## config.mk

```make
export PLATFORM = sky130hd
export DESIGN_NAME = sport_flagctl
export DESIGN_NICKNAME = d
export VERILOG_FILES = /design/src/rtl/sport_pkg.sv /design/src/rtl/sport_fmt.sv /design/src/rtl/sport_txctl.sv /design/src/rtl/sport_rxcap.sv /design/src/rtl/sport_flags.sv /design/src/rtl/sport_flagctl.sv
export SDC_FILE = /design/constraint.sdc
export NUM_CORES = 1
export LEC_CHECK = 0
export BUFFER_PORTS_ARGS = -buffer_cell sky130_fd_sc_hd__buf_2
export CORE_UTILIZATION = 43
export CTS_CLUSTER_SIZE = 25
export DETAILED_ROUTE_END_ITERATION = 12
export PLACE_DENSITY = 0.71
export RECOVER_POWER = 50
export SLEW_MARGIN = 40
export SYNTH_ARGS = -nofsm -noshare
export SYNTH_HDL_FRONTEND = slang
export SYNTH_SLANG_ARGS = --single-unit
```

## constraint.sdc

```tcl
create_clock -name clk -period 2.1 [get_ports clk]
set_input_delay 0.21 -clock clk [delete_from_list [all_inputs] [get_ports clk]]
set_output_delay 0.21 -clock clk [all_outputs]
set_load 0.01 [all_outputs]
```

## src/rtl/sport_pkg.sv

```systemverilog
package sport_pkg;

  localparam int unsigned FLAG_N   = 5;
  localparam int unsigned RSV_W    = 3;
  localparam int unsigned MIN_BITS = 9;
  localparam int unsigned MAX_BITS = 12;
  localparam int unsigned N_FMT    = MAX_BITS - MIN_BITS + 1;

  // flag index inside the 5-bit flag vector (vector bit i sits at status bit i+3)
  localparam int unsigned F_PAR  = 0;
  localparam int unsigned F_FER  = 1;
  localparam int unsigned F_OVR  = 2;
  localparam int unsigned F_RDRF = 3;
  localparam int unsigned F_TDRE = 4;

  typedef enum logic [2:0] {
    A_FMT  = 3'd0,
    A_CTRL = 3'd1,
    A_TXD  = 3'd2,
    A_STAT = 3'd3,
    A_RXD  = 3'd4
  } reg_addr_e;

  typedef struct packed {
    logic seven;
    logic par_en;
    logic par_odd;
    logic two_stop;
  } frame_fmt_t;

  function automatic frame_fmt_t decode_fmt(input logic [7:0] m);
    frame_fmt_t f;
    f.seven    = m[6];
    f.par_en   = m[5];
    f.par_odd  = m[4];
    f.two_stop = m[3];
    return f;
  endfunction

  function automatic int unsigned frame_bits(input frame_fmt_t f);
    int unsigned n;
    n = 1;
    n += f.seven ? 7 : 8;
    n += f.par_en ? 1 : 0;
    n += f.two_stop ? 2 : 1;
    return n;
  endfunction

  // round-to-nearest clocks per frame; only called on constants
  function automatic longint unsigned char_clocks(input int unsigned bits,
                                                  input longint unsigned clk_hz,
                                                  input longint unsigned baud);
    longint unsigned num;
    num = longint'(bits) * clk_hz + baud / 2;
    return num / baud;
  endfunction

endpackage

```

## src/rtl/sport_fmt.sv

```systemverilog
module sport_fmt
  import sport_pkg::*;
#(
  parameter int unsigned CLK_HZ = 10_000_000,
  parameter int unsigned BAUD   = 38_400,
  parameter int unsigned CNT_W  = 12
) (
  input  logic             clk,
  input  logic             rst_n,
  input  logic             fmt_wr,
  input  logic [7:0]       fmt_wdata,
  output logic [7:0]       fmt_q,
  output logic [CNT_W-1:0] char_clks
);

  localparam int unsigned IDX_W = $clog2(N_FMT);
  localparam logic [CNT_W-1:0] RESET_CLKS =
    CNT_W'(char_clocks(frame_bits(decode_fmt(8'h00)), CLK_HZ, BAUD));

  logic [CNT_W-1:0] clk_lut [N_FMT];

  for (genvar i = 0; i < N_FMT; i++) begin : g_lut
    localparam longint unsigned CLKS = char_clocks(MIN_BITS + i, CLK_HZ, BAUD);
    assign clk_lut[i] = CNT_W'(CLKS);
  end

  frame_fmt_t       new_fmt;
  logic [IDX_W-1:0] new_idx;

  assign new_fmt = decode_fmt(fmt_wdata);
  assign new_idx = IDX_W'(frame_bits(new_fmt) - MIN_BITS);

  always_ff @(posedge clk) begin
    if (!rst_n) begin
      fmt_q     <= 8'h00;
      char_clks <= RESET_CLKS;
    end else if (fmt_wr) begin
      fmt_q     <= fmt_wdata;
      char_clks <= clk_lut[new_idx];
    end
  end

  // the character time changes only through a format write
  p_char_only_on_fmt_r7: assert property (@(posedge clk) disable iff (!rst_n)
    !fmt_wr |=> $stable(char_clks));

  // a loaded character time is never zero
  p_char_nonzero_r7: assert property (@(posedge clk) disable iff (!rst_n)
    char_clks != '0);

endmodule

```

## src/rtl/sport_txctl.sv

```systemverilog
module sport_txctl
  import sport_pkg::*;
#(
  parameter int unsigned CNT_W = 12
) (
  input  logic             clk,
  input  logic             rst_n,
  input  logic             ctrl_wr,
  input  logic             txd_wr,
  input  logic [7:0]       wdata,
  input  logic             tdre_clr_wr,
  input  logic             tdre_now,
  input  logic [CNT_W-1:0] char_clks,
  output logic [7:0]       ctrl_q,
  output logic [7:0]       txd_q,
  output logic             tx_emit,
  output logic [7:0]       tx_byte,
  output logic             tx_busy,
  output logic             tdre_set
);

  logic             te;
  logic             te_rise;
  logic             send;
  logic             pending_q;
  logic [CNT_W-1:0] cnt_q;
  logic             tmr_start;
  logic             tmr_done;

  assign te        = ctrl_q[0];
  assign te_rise   = ctrl_wr & wdata[0] & ~te;
  assign send      = txd_wr & te;
  assign tmr_start = tdre_clr_wr & tdre_now & pending_q & ~tx_busy;
  assign tmr_done  = tx_busy & (cnt_q == CNT_W'(1));
  assign tdre_set  = (te_rise & ~tx_busy) | tmr_done;

  always_ff @(posedge clk) begin
    if (!rst_n) begin
      ctrl_q <= 8'h00;
      txd_q  <= 8'h00;
    end else begin
      if (ctrl_wr) ctrl_q <= wdata;
      if (txd_wr)  txd_q  <= wdata;
    end
  end

  always_ff @(posedge clk) begin
    if (!rst_n) begin
      tx_emit   <= 1'b0;
      tx_byte   <= 8'h00;
      pending_q <= 1'b0;
    end else begin
      tx_emit <= send;
      if (send) tx_byte <= wdata;
      if (tmr_start)  pending_q <= 1'b0;
      else if (send)  pending_q <= 1'b1;
    end
  end

  always_ff @(posedge clk) begin
    if (!rst_n) begin
      tx_busy <= 1'b0;
      cnt_q   <= '0;
    end else if (tmr_start) begin
      tx_busy <= 1'b1;
      cnt_q   <= char_clks;
    end else if (tmr_done) begin
      tx_busy <= 1'b0;
      cnt_q   <= '0;
    end else if (tx_busy) begin
      cnt_q   <= cnt_q - CNT_W'(1);
    end
  end

  // no emission while transmit enable is clear
  p_no_emit_disabled_r5: assert property (@(posedge clk) disable iff (!rst_n)
    (txd_wr && !te) |=> !tx_emit);

  // a running timer always holds a live count
  p_busy_count_live_r6: assert property (@(posedge clk) disable iff (!rst_n)
    tx_busy |-> (cnt_q != '0));

  // busy stays up until the count expires, then drops
  p_busy_hold_r6: assert property (@(posedge clk) disable iff (!rst_n)
    (tx_busy && !tmr_done) |=> tx_busy);
  p_busy_drop_r6: assert property (@(posedge clk) disable iff (!rst_n)
    tmr_done |=> !tx_busy);

endmodule

```

## src/rtl/sport_rxcap.sv

```systemverilog
module sport_rxcap (
  input  logic       clk,
  input  logic       rst_n,
  input  logic       rx_valid,
  input  logic [7:0] rx_data,
  input  logic       rx_frame_err,
  input  logic       rx_parity_err,
  input  logic       rdrf_now,
  output logic [7:0] rdr_q,
  output logic       rdrf_set,
  output logic       ovr_set,
  output logic       fer_set,
  output logic       per_set
);

  logic accept;

  assign accept   = rx_valid & ~rdrf_now;
  assign rdrf_set = accept;
  assign ovr_set  = rx_valid & rdrf_now;
  assign fer_set  = accept & rx_frame_err;
  assign per_set  = accept & rx_parity_err;

  always_ff @(posedge clk) begin
    if (!rst_n)      rdr_q <= 8'h00;
    else if (accept) rdr_q <= rx_data;
  end

  // a character arriving into a full buffer leaves the held one intact
  p_keep_on_overrun_r9: assert property (@(posedge clk) disable iff (!rst_n)
    (rx_valid && rdrf_now) |=> $stable(rdr_q));

  // the receive register changes only on an accepted strobe
  p_rdr_only_on_accept_r8: assert property (@(posedge clk) disable iff (!rst_n)
    !rx_valid |=> $stable(rdr_q));

endmodule

```

## src/rtl/sport_flags.sv

```systemverilog
module sport_flags
  import sport_pkg::*;
(
  input  logic              clk,
  input  logic              rst_n,
  input  logic              st_wr,
  input  logic [7:0]        st_wdata,
  input  logic [FLAG_N-1:0] hw_set,
  output logic [FLAG_N-1:0] flags_q,
  output logic [RSV_W-1:0]  rsv_q
);

  logic [FLAG_N-1:0] sw_keep;

  assign sw_keep = st_wr ? st_wdata[7 -: FLAG_N] : '1;

  always_ff @(posedge clk) begin
    if (!rst_n) begin
      flags_q <= '0;
      rsv_q   <= '0;
    end else begin
      flags_q <= (flags_q & sw_keep) | hw_set;
      if (st_wr) rsv_q <= st_wdata[RSV_W-1:0];
    end
  end

  // a flag rises only where hardware asked for it
  p_no_set_by_write_r2: assert property (@(posedge clk) disable iff (!rst_n)
    1'b1 |=> ((flags_q & ~$past(flags_q) & ~$past(hw_set)) == '0));

  // with no hardware event, a status write acts as a clear mask
  p_write_zero_clears_r3: assert property (@(posedge clk) disable iff (!rst_n)
    (st_wr && hw_set == '0) |=> (flags_q == ($past(flags_q) & $past(st_wdata[7:3]))));

  // a hardware set always lands, whatever the bus did
  p_hw_set_wins_r11: assert property (@(posedge clk) disable iff (!rst_n)
    (hw_set != '0) |=> ((flags_q & $past(hw_set)) == $past(hw_set)));

  // reserved bits move only on a status write
  p_rsv_stable_r10: assert property (@(posedge clk) disable iff (!rst_n)
    !st_wr |=> $stable(rsv_q));

endmodule

```

## src/rtl/sport_flagctl.sv

```systemverilog
module sport_flagctl
  import sport_pkg::*;
#(
  parameter int unsigned CLK_HZ = 10_000_000,
  parameter int unsigned BAUD   = 38_400
) (
  input  logic       clk,
  input  logic       rst_n,
  input  logic [2:0] bus_addr,
  input  logic       bus_wr,
  input  logic [7:0] bus_wdata,
  output logic [7:0] bus_rdata,
  input  logic       rx_valid,
  input  logic [7:0] rx_data,
  input  logic       rx_frame_err,
  input  logic       rx_parity_err,
  output logic       tx_emit,
  output logic [7:0] tx_byte,
  output logic       tx_busy
);

  localparam longint unsigned MAX_CLKS = char_clocks(MAX_BITS, CLK_HZ, BAUD);
  localparam int unsigned     CNT_W    = $clog2(MAX_CLKS + 1);

  // decoded write strobes
  logic fmt_wr, ctrl_wr, txd_wr, st_wr, tdre_clr_wr;

  assign fmt_wr      = bus_wr & (bus_addr == A_FMT);
  assign ctrl_wr     = bus_wr & (bus_addr == A_CTRL);
  assign txd_wr      = bus_wr & (bus_addr == A_TXD);
  assign st_wr       = bus_wr & (bus_addr == A_STAT);
  assign tdre_clr_wr = st_wr & ~bus_wdata[7];

  // named internal events
  logic [7:0]        fmt_q, ctrl_q, txd_q, rdr_q;
  logic [CNT_W-1:0]  char_clks;
  logic [FLAG_N-1:0] flags_q;
  logic [RSV_W-1:0]  rsv_q;
  logic [FLAG_N-1:0] hw_set;
  logic              tdre_set, rdrf_set, ovr_set, fer_set, per_set;

  assign hw_set[F_TDRE] = tdre_set;
  assign hw_set[F_RDRF] = rdrf_set;
  assign hw_set[F_OVR]  = ovr_set;
  assign hw_set[F_FER]  = fer_set;
  assign hw_set[F_PAR]  = per_set;

  sport_fmt #(
    .CLK_HZ(CLK_HZ),
    .BAUD  (BAUD),
    .CNT_W (CNT_W)
  ) u_fmt (
    .clk      (clk),
    .rst_n    (rst_n),
    .fmt_wr   (fmt_wr),
    .fmt_wdata(bus_wdata),
    .fmt_q    (fmt_q),
    .char_clks(char_clks)
  );

  sport_txctl #(
    .CNT_W(CNT_W)
  ) u_tx (
    .clk        (clk),
    .rst_n      (rst_n),
    .ctrl_wr    (ctrl_wr),
    .txd_wr     (txd_wr),
    .wdata      (bus_wdata),
    .tdre_clr_wr(tdre_clr_wr),
    .tdre_now   (flags_q[F_TDRE]),
    .char_clks  (char_clks),
    .ctrl_q     (ctrl_q),
    .txd_q      (txd_q),
    .tx_emit    (tx_emit),
    .tx_byte    (tx_byte),
    .tx_busy    (tx_busy),
    .tdre_set   (tdre_set)
  );

  sport_rxcap u_rx (
    .clk          (clk),
    .rst_n        (rst_n),
    .rx_valid     (rx_valid),
    .rx_data      (rx_data),
    .rx_frame_err (rx_frame_err),
    .rx_parity_err(rx_parity_err),
    .rdrf_now     (flags_q[F_RDRF]),
    .rdr_q        (rdr_q),
    .rdrf_set     (rdrf_set),
    .ovr_set      (ovr_set),
    .fer_set      (fer_set),
    .per_set      (per_set)
  );

  sport_flags u_flags (
    .clk     (clk),
    .rst_n   (rst_n),
    .st_wr   (st_wr),
    .st_wdata(bus_wdata),
    .hw_set  (hw_set),
    .flags_q (flags_q),
    .rsv_q   (rsv_q)
  );

  always_comb begin
    case (bus_addr)
      A_FMT:   bus_rdata = fmt_q;
      A_CTRL:  bus_rdata = ctrl_q;
      A_TXD:   bus_rdata = txd_q;
      A_STAT:  bus_rdata = {flags_q, rsv_q};
      A_RXD:   bus_rdata = rdr_q;
      default: bus_rdata = 8'h00;
    endcase
  end

  // while the timer runs the transmitter-ready flag stays low
  p_busy_tdre_low_r6: assert property (@(posedge clk) disable iff (!rst_n)
    tx_busy |-> !flags_q[F_TDRE]);

  // the timer's end raises the transmitter-ready flag
  p_expire_sets_tdre_r6: assert property (@(posedge clk) disable iff (!rst_n)
    $fell(tx_busy) |-> flags_q[F_TDRE]);

endmodule

```

## Word level (Yosys, flattened, before mapping)

Cells that the tools add are included.

| operators by class | value |
|---|---|
| $add $sub $neg | 5 |
| muxes and demuxes | 13 |
| bitwise logic cells | 26 |
| equality and inequality tests | 5 |
| reduce and logical (&&, ||, !) cells | 4 |
| magnitude comparators | 1 |

Operator list:

| operator | count |
|---|---|
| 12-bit two-way mux | 5 |
| 8-bit one-hot mux with 5 select lines | 1 |
| 12-bit binary-select mux with 2-bit select | 1 |
| 1-bit bitwise AND | 17 |
| 12-bit by 1-bit equality test with 1-bit output (second input constant) | 1 |
| 12-bit by 1-bit subtractor with 12-bit output (second input constant) | 1 |
| 3-bit by 2-bit equality test with 1-bit output (second input constant) | 2 |
| 5-bit bitwise AND | 1 |
| 5-bit two-way mux | 1 |
| 1-bit NOT | 5 |
| 5-bit bitwise OR | 1 |
| 2-bit adder | 2 |
| 2-bit two-way mux | 2 |
| 3-bit by 1-bit equality test with 1-bit output (second input constant) | 1 |
| 3-bit equality test (second input constant) | 1 |
| 3-bit >= comparator (second input constant) | 1 |
| 3-bit logical NOT | 1 |
| 1-bit two-way mux | 3 |
| 2-bit NOT with 3-bit output | 1 |
| 3-bit nonzero test | 1 |
| 1-bit by 2-bit adder with 2-bit output (first input constant) | 1 |
| 2-bit nonzero test | 1 |
| 2-bit OR reduction | 1 |
| 2-bit by 1-bit subtractor with 2-bit output (second input constant) | 1 |
| 1-bit bitwise OR | 1 |

| storage, ports and cells | value |
|---|---|
| word-level logic and storage cells | 66 |
| output and inout port bits | 18 |
| input port bits | 25 |
| register bits | 75 |

## Logic depth before layout (Yosys ltp)

Gate-level depths: netlist (run 1).

| logic depth | value |
|---|---|
| depth after elaboration | 9 |
| mapped depth | 8 |
| gate-level depth less buffers | 6 |

## Modules after synthesis

Synthesis (run 1) repeated with hierarchy kept, for this count alone.

| unflattened totals | value |
|---|---|
| cells, all modules | 389 |
| area, all modules | 3570.9 µm² |

By module, submodules not included:

| module | times used | cells an instance | area each (µm²) | seq. area each (µm²) |
|---|---|---|---|---|
| sport_txctl | 1 | 208 | 1876.8 | 780.7 |
| sport_fmt | 1 | 62 | 616.8 | 280.3 |
| sport_flagctl | 1 | 50 | 384.1 | 0.0 |
| sport_rxcap | 1 | 39 | 366.6 | 160.2 |
| sport_flags | 1 | 30 | 326.6 | 160.2 |

## Worst setup path before layout (run 1)

No wires, ideal clock.

| timing path | value |
|---|---|
| path kind | register -> register |
| from | register u_tx.tx_busy |
| to | register u_tx.cnt_q[2] |
| slack | 0.122 ns |
| path buffers | 2 |
| setup time | 0.126 ns |
| stages on the path, launching flop included | 7 |
| arrival time | 1.852 ns |
| data required time | 1.974 ns |
| period minus slack after synthesis | 1.978 ns |
| cells stage by stage | dfxtp_1 > buf_6 > or2_2 > or4_2 > buf_4 > a32oi_1 > o211ai_1 |

| between the ends | value |
|---|---|
| word-level cells in the longest chain between the ends | 3 |
| elaborated cells between the ends (all ways) | 6 |
| those cells by class | mux: 2; bitwise: 3; reduce/logical: 1 |

RTL lines:

| what | RTL line | RTL |
|---|---|---|
| from (decl) | sport_txctl.sv:18 | `output logic tx_busy,` |
| from (signal assigned) | sport_txctl.sv:62 | `tx_busy <= 1'b0;` |
| from (signal assigned) | sport_txctl.sv:65 | `tx_busy <= 1'b1;` |
| from (signal assigned) | sport_txctl.sv:68 | `tx_busy <= 1'b0;` |
| 1-bit bitwise AND or 1-bit NOT (tied branches) | sport_txctl.sv:34, sport_txctl.sv:33 |  |
| 12-bit two-way mux or 1-bit bitwise AND (tied branches) | sport_txctl.sv:67, sport_txctl.sv:33 |  |
| 12-bit two-way mux or 3-bit nonzero test (tied branches) | -- |  |
| to (signal assigned) | sport_txctl.sv:66 | `cnt_q <= char_clks;` |
| to (signal assigned) | sport_txctl.sv:71 | `cnt_q <= cnt_q - CNT_W'(1);` |
| to (decl) | sport_txctl.sv:26 | `logic [CNT_W-1:0] cnt_q;` |

Several ways; a longest one is shown, not always the timed one.
A chain may end at the register's enable or synchronous reset.

## Final worst setup path (run 1)

| timing path | value |
|---|---|
| from | register u_tx.cnt_q[7] |
| to | register u_tx.cnt_q[4] |

| between the ends | value |
|---|---|
| word-level cells in the longest chain between the ends | 4 |
| elaborated cells between the ends (all ways) | 5 |
| those cells by class | eq/ne: 1; mux: 2; bitwise: 1; reduce/logical: 1 |

RTL lines:

| what | RTL line | RTL |
|---|---|---|
| 12-bit by 1-bit equality test with 1-bit output * | sport_txctl.sv:34 | `assign tmr_done = tx_busy & (cnt_q == CNT_W'(1));` |
| 1-bit bitwise AND * | sport_txctl.sv:34 |  |
| 12-bit two-way mux | sport_txctl.sv:67 | `end else if (tmr_done) begin` |
| 12-bit two-way mux | sport_txctl.sv:64 | `end else if (tmr_start) begin` |

Mark *: on every way between the ends. The rest lies on a longest branch, timed or not.

==> results.md, run 1 <==
* Psw at 0.000692 W
* Layout area overhead at 15.5%
* GR Overflow Total at 0
* Register area share after synthesis at 0.431
* Post-Route WL at 8640 um
* GRT met2 Usage at 0.327
* CTS tree: done
* Slew HR at 0.521
* F_max at 493 MHz
* Dpl cells at between 500 and 600
* Power Density at 696 nW/um^2
* Placed Area at 3520 um^2
* Area leader, netlist: dfxtp_1
* Final Hold Fails at 0
* Die Wd at 88.3 um
* HP Class: input pin to flip-flop
* Tcrit/Tclk final at 0.966
* Status: completed
* CP arrival at approximately 2.2 ns
* GRT met1 Usage at 0.338
* Clock Power Share at 0.393
* Clk_skew at 0.00898 ns
* Yosys warning count at 0
* Peak supply drop at 636 uV
* Bufs on Longest Clock Path at 2
* Core ar. at roughly 7200 um^2
* Number of max-cap violations at 0
* GRT Util Overall at 0.229
* Max Slew Vio Count at 0
* Vias in the first global route at ~2700
* Share of cells above drive strength 1 at 0.162
* Total setup buffers inserted after CTS at 0
* DP Worst Slack at 0.0809 ns
* Pin count of the biggest net entering global routing at 24
* Synth top cells by count: 104 x nand2_1, 69 x dfxtp_1, 58 x a21oi_1
* Register Area at 1380 um^2
* Flop pwr share at 0.526
* Routed Antenna Nets at 0
* Total Power at 0.00257 W
* Met3 Usage GRT at 0.0457
* H-tree Lvls at 3
* Die area at approximately 7800 um^2
* Gate Count Post-Synth at 400
* #FFs+latches synth at 69
* Clk sink count at 69
* Buffers on Ports at 42
* Post-layout util at 0.513
* Top cell type's share of synthesized area at 0.431
* First-pass GRT wire length at 13400 um
* Switch share at 0.269
* Root Buffer Master: clkbuf_8
* Std cell rows at 31
* Final cell count without fillers at 549
* Crit Path Class: flip-flop to flip-flop
* Nets@finish at between 400 and 500
* Post-synth EDFFs at 0
* Hold buffers post-CTS at 0
* Area used by multi-input combinational logic at between 1500 and 2000 um^2
* Final min period at ~2.0 ns
* Initial DRC count at between 200 and 300
* Syn Area/Cell at 8.00 um^2
* CP max FO at 10
* Final Worst Setup Slack at approximately 0.072 ns
* Num CTS Buffers at 9
* CP Launch Type: flip-flop
* First-pass detailed-route iteration total at 5
* Routability-driven placement congestion ratio at 0.866
* # fillers at 719
* Final HPWL DP at 5890 um
* Setup violators final at 0
* Top cells by area, synth: dfxtp_1 43%, nand2_1 12%, a21oi_1 9.1%, mux2i_1 5.9%, nor2_1 2.3%
* WP data required at 2.32 ns
* DRC at 0
* Comb pwr share at 0.081
* Initial antenna violation count at 0
* CTS clk-pin slew, worst paths at ~0.080 ns
* Lkg Pwr at 1.42 nW
* Fin area at 3700 um^2
* Worst-Margin Slew at ~0.71 ns
* Starting density of the core at 0.444
* Via Count at ~3000
* Most common cell in the netlist: nand2_1
* Ant. Diodes at 0
* Net Count, Synth at 429
* Vias per cell at between 5 and 6
* Die height at roughly 88 um
* Clock latency on the worst-skew pair at 0.34 ns
* Routed len/inst at 15.7 um
* Primary FF master, synth: dfxtp_1
* Num ports at 43
* Async set-reset flop share out of synthesis at 0
* Distinct cells, synth at 50
* Cell-internal power at 0.00188 W
* CP Capture Type: flip-flop
* Mapped Area at 3200 um^2
* Gr busiest metal: met1
registers in the layout, indices dropped and copies added, names as in the netlist, 3 cells and up:
| register | count |
|---|---|
| u_tx.txd_q | 8 |
| u_flags.flags_q | 5 |
| u_tx.ctrl_q | 8 |
| u_flags.rsv_q | 3 |
| u_tx.tx_byte | 8 |
| u_tx.cnt_q | 12 |
| u_rx.rdr_q | 8 |
| u_fmt.char_clks | 6 |
| u_fmt.fmt_q | 8 |
worst max-delay path, cell delays in order, from the launching register on:
cell and delay (ns):
dfxtp_1 0.35, or4_4 0.58, or4_4 0.62, a31oi_1 0.21, o221ai_1 0.14
power groups by stage:
stage / Sequential (W) / Combinational [W] / Clock [W]
6_report: 0.00135 / 0.000209 / 0.00101
5_1_grt: 0.00136 / 0.000232 / 0.00109
4_1_cts: 0.00135 / 0.000208 / 0.00103
3_5_place_dp: 0.00138 / 0.000207 / 0
3_3_place_gp: 0.00138 / 0.000205 / 0
2_1_floorplan: 0.00138 / 0.000129 / 0
cells by family after synthesis:
logic type | Yosys count | synth area share
compound gates | 101 | 0.184
fa+ha+maj | 4 | 0.0180
buf+inv | 33 | 0.0504
flops | 69 | 0.431
mux | 20 | 0.0664
simple gates | 173 | 0.249
area by class of cell:
| type | instances | share of cell area |
|---|---|---|
| Timing Repair Buffer | 56 | 0.0798 |
| Clock inverter | 6 | 0.0129 |
| Clock buffer | 10 | 0.0372 |
| Sequential cell | 69 | 0.373 |
| Multi-Input combinational cell | 299 | 0.453 |
| Tap cell | 99 | 0.0335 |
| Inverter | 10 | 0.0101 |
final timing paths:
check / end / slack (ns) / cells after the start / start
worst max register to register: u_tx.cnt_q[4] / 0.07 / 4 / u_tx.cnt_q[7]
worst max-delay path: u_tx.cnt_q[4] / 0.07 / 4 / u_tx.cnt_q[7]
worst min register to register: u_tx.tx_byte[7] / 0.45 / 2 / u_tx.tx_byte[7]
worst min-delay path: u_rx.rdr_q[0] / 0.1 / 3 / rx_data[0]
cells in the final DEF (no fill, tap or decap), types with 10 or more instances in the layout:
cell type,Yosys,routed
a21oi_1,58,58
clkbuf_8,0,10
nor2_1,20,20
mux2i_1,19,19
buf_2,0,32
clkbuf_1,16,12
nand2_1,104,104
buf_4,1,12
dfxtp_1,69,69
per-layer routing:
metal  routed length, um  part of all wire
met1                4130              0.48
met2                3840              0.44
met3                 507             0.059
met4                 161             0.019
met5                   0                 0
through the flow:
stage          TNS [ns]  hold WS [ns]
6_report              0        0.0994
5_1_grt        -0.00302        0.0902
3_3_place_gp          0         0.439
3_5_place_dp          0         0.444
2_1_floorplan         0         0.343
4_1_cts               0        0.0873
repair_timing:
item,in CTS,in global routing
endpoints found under the setup margin,0,2
hold endpoints to repair,0,0
resized for setup,0,2
No activity file was read; power rests on OpenSTA's default activity.
==> run 2, diff against run 1 <==
Settings changed: ABC_AREA from default to 1, BUFFER_PORTS_ARGS -buffer_cell sky130_fd_sc_hd__buf_2 to default, DONT_BUFFER_PORTS from default to 1, PLACE_DENSITY 0.71 to 0.66.
==> run 2 against run 1 <==
  * Sequential power about the same
  * Wire length shrank 7.1%
  * Worst hold slack worse by 0.091 ns
  * Register-to-register slack improved by 0.51 ns
  * Synthesized cell count up 6.8%
  * Power shrank 3.0%
  * Clock skew is 0.0020 ns lower
  * First-iteration DRC count decreased by 51%
  * Area after synthesis shrank 1.5%
==> results.md, run 2 <==
* Status: completed (unchanged)
* First-pass GRT wire length at 12800 um (was 13400 um)
* Gate Count Post-Synth at 427 (was 400)
* Placed Area at 3200 um^2 (was 3520 um^2)
* Power Density at 729 nW/um^2 (was 696 nW/um^2)
* Clk_skew at 0.00699 ns (was 0.00898 ns)
* Initial antenna violation count at 0 (unchanged)
* Largest family of logic cells by synthesized area: simple AND/OR/NAND/NOR gates (unchanged)
* Dpl cells at 510 (was 532)
* Cts repair resizes at 0 (unchanged)
* Levels on crit path at 6 (was 4)
* Top cell type's share of synthesized area at 0.438 (was 0.431)
* Worst-Margin Slew at 0.791 ns (was 0.712 ns)
* Synth Area in Compound Gates at 0.201 (was 0.184)
* Yosys warning count at 0 (unchanged)
* HP Class: input pin to flip-flop (unchanged)
* CP max FO at 7 (was 10)
* DRC at 0 (unchanged)
* Clock latency on the worst-skew pair at 0.34 ns (about the same)
* Setup violators final at 0 (unchanged)
* Mux cell area share after synthesis at 0 (was 0.0664)
* Crit Path Class: input pin to output pin (was flip-flop to flip-flop)
* Peak supply drop at 487 uV (was 636 uV)
* Gr busiest metal: met2 (was met1)
* Routed Antenna Nets at 0 (unchanged)
* GR Overflow Total at 0 (unchanged)
* Vias in the first global route at 2611 (was 2721)
* Core ar. at 6940 um^2 (was 7210 um^2)
* Top cells by area, synth: dfxtp_1 44%, nand2_1 9.3%, o21ai_0 8.1%, nor2_1 6.5%, a21oi_1 5.2% (was dfxtp_1 43%, nand2_1 12%, a21oi_1 9.1%, mux2i_1 5.9%, nor2_1 2.3%)
* Std cell rows at 30 (was 31)
* Clk sink count at 69 (unchanged)
* Post-Route WL at 8030 um (was 8640 um)
* Final cell count without fillers at 535 (was 549)
* Most frequent cells in the layout: 81 x nand2_1, 69 x dfxtp_1, 58 x nor2_1 (was 104 x nand2_1, 69 x dfxtp_1, 58 x a21oi_1)
* Primary FF master, synth: dfxtp_1 (unchanged)
* Die Wd at 87.6 um (was 88.3 um)
* Hold buffers post-CTS at 8 (was 0)
* Crit-path max cell delay at 0.51 ns (was 0.62 ns)
* Routability-driven placement congestion ratio at 0.832 (was 0.866)
* H-tree Lvls at 3 (unchanged)
* Synthesized-area fraction occupied by adder cells at 0.0183 (was 0.0180)
* First-pass detailed-route iteration total at 5 (unchanged)
* Slowest CP cell: nor2_1 (was or4_4)
* Async set-reset flop share out of synthesis at 0 (unchanged)
* Reg2Reg Setup Slack at 0.58 ns (was 0.07 ns)
* CP Capture Type: output pin (was flip-flop)
* Area share of and/or/nand/nor cells after synthesis at 0.250 (was 0.249)
* RSZ-0062 raised after global routing: no
* Ant. Diodes at 0 (unchanged)
* Final HPWL DP at 5480 um (was 5890 um)
* Largest register FFs at 12 (unchanged)
* Distinct cells, synth at 35 (was 50)
* Bufs on Longest Clock Path at 2 (unchanged)
* Most common cell in the netlist: nand2_1 (unchanged)
* CP arrival at 1.55 ns (was 2.24 ns)
* Most flop-heavy register: u_tx.cnt_q (unchanged)
* Post-synth EDFFs at 0 (unchanged)
* WP data required at 1.89 ns (was 2.32 ns)
* Worst path bufs/invs at 1 (was 0)
* Max Slew Vio Count at 0 (unchanged)
* Syn Area/Cell at 7.38 um^2 (was 8.00 um^2)
* Worst r2r path cells at 11 (was 4)
* Num CTS Buffers at 9 (unchanged)
* Number of max-cap violations at 0 (unchanged)
* Nets@finish at 463 (was 474)
* Cell chain of the critical path: nand2_1 > nor2_1 > inv_1 > o21ai_0 > a21oi_1 > o211ai_1 (was or4_4 > or4_4 > a31oi_1 > o221ai_1)
* GRT met2 Usage at 0.342 (was 0.327)
* Hold path cells at 2 (was 3)
* Layout area overhead at 8.61% (was 15.5%)
* Initial DRC count at 130 (was 268)
* F_max at 568 MHz (was 493 MHz)
* Delay-heaviest family, CP: simple AND/OR/NAND/NOR gates (unchanged)
* Buffers on Ports at 0 (was 42)
* Final min period at 1.76 ns (was 2.03 ns)
* Most common cell after layout, fill and taps aside: nand2_1 (unchanged)
* Mapped Area at 3150 um^2 (was 3200 um^2)
* XOR/XNOR share of the synthesized area at 0.0139 (was 0)
* GRT met1 Usage at 0.299 (was 0.338)
* Die area at 7680 um^2 (was 7800 um^2)
* Fin area at 3420 um^2 (was 3700 um^2)
* Routed len/inst at 15.0 um (was 15.7 um)
* Post-layout util at 0.493 (was 0.513)
* #FFs+latches synth at 69 (unchanged)
* CTS clk-pin slew, worst paths at 0.08 ns (about the same)
* Synth top cells by count: 78 x nand2_1, 69 x dfxtp_1, 55 x nor2_1 (was 104 x nand2_1, 69 x dfxtp_1, 58 x a21oi_1)
* Pin count of the biggest net entering global routing at 32 (was 24)
* Starting density of the core at 0.454 (was 0.444)
* Num ports at 43 (unchanged)
* GRT Util Overall at 0.222 (was 0.229)
* Register area share after synthesis at 0.438 (was 0.431)
* Met3 Usage GRT at 0.0697 (was 0.0457)
* CP Launch Type: input pin (was flip-flop)
* Net Count, Synth at 456 (was 429)
* Area leader, netlist: dfxtp_1 (unchanged)
* Final Hold Fails at 0 (unchanged)
* Tcrit/Tclk final at 0.838 (was 0.966)
* Via Count at 2815 (was 3041)
* CTS tree: done (unchanged)
* Lkg Pwr at 1.49 nW (was 1.42 nW)
* Die height at 87.6 um (was 88.3 um)
* Slew HR at 0.471 (was 0.521)
* Total setup buffers inserted after CTS at 0 (unchanged)
* Vias per cell at 5.26 (was 5.54)
* Min Hold Slack at 0.00869 ns (was 0.0994 ns)
* Final setup TNS at 0 ns (unchanged)
* Share of cells above drive strength 1 at 0.0774 (was 0.162)
* Root Buffer Master: clkbuf_8 (unchanged)
run 2: stage by stage:
| stage | power, W | worst slack (ns) |
|---|---|---|
| 2_1_floorplan | 0.00152 | 0.739 |
| 3_3_place_gp | 0.00153 | 0.665 |
| 3_5_place_dp | 0.00154 | 0.609 |
| 4_1_cts | 0.00252 | 0.515 |
| 5_1_grt | 0.00260 | 0.271 |
| 6_report | 0.00250 | 0.339 |
run 2: cell families (layout without fill, tap and decap cells):
group / after synthesis / count (layout)
XOR/XNOR: 5 / 5
AND/OR/NAND/NOR: 177 / 177
AO/OA/AOI/OAI: 114 / 114
adder cells (fa/ha/maj): 4 / 4
buffers and inverters: 58 / 70
flip-flops: 69 / 69
run 2: path summary, 6_finish.rpt:
check                               startpoint                  to
worst min register to register  u_fmt.fmt_q[3]      u_fmt.fmt_q[3]
worst max-delay path               bus_addr[0]        bus_rdata[2]
worst min-delay path             rx_parity_err  u_flags.flags_q[0]
worst max register to register   u_tx.cnt_q[1]       u_tx.cnt_q[3]
run 2: metal layers:
| metal | share of wire | vias to the layer above |
|---|---|---|
| met2 | 0.45 | 62 |
| li1 | - | 1412 |
| met1 | 0.48 | 1332 |
| met4 | 0.013 | 0 |
| met5 | 0 | - |
| met3 | 0.055 | 9 |
run 2: cell type report:
class | count | area, um^2
multi-input combinational | 300 | 1490
sequential | 69 | 1380
tap | 96 | 120
clock inverter | 6 | 47.5
fill | 718 | 3520
clock buffer | 10 | 128
inverter | 44 | 165
timing repair buffer | 10 | 88.8
run 2: report_power, final:
group | switching (W) | total [W] | leakage [nW] | internal, W
Combinational | 0.000107 | 0.000161 | 0.854 | 0.0000544
Sequential | 0.0000187 | 0.00137 | 0.561 | 0.00135
Clock | 0.000532 | 0.000968 | 0.0755 | 0.000436
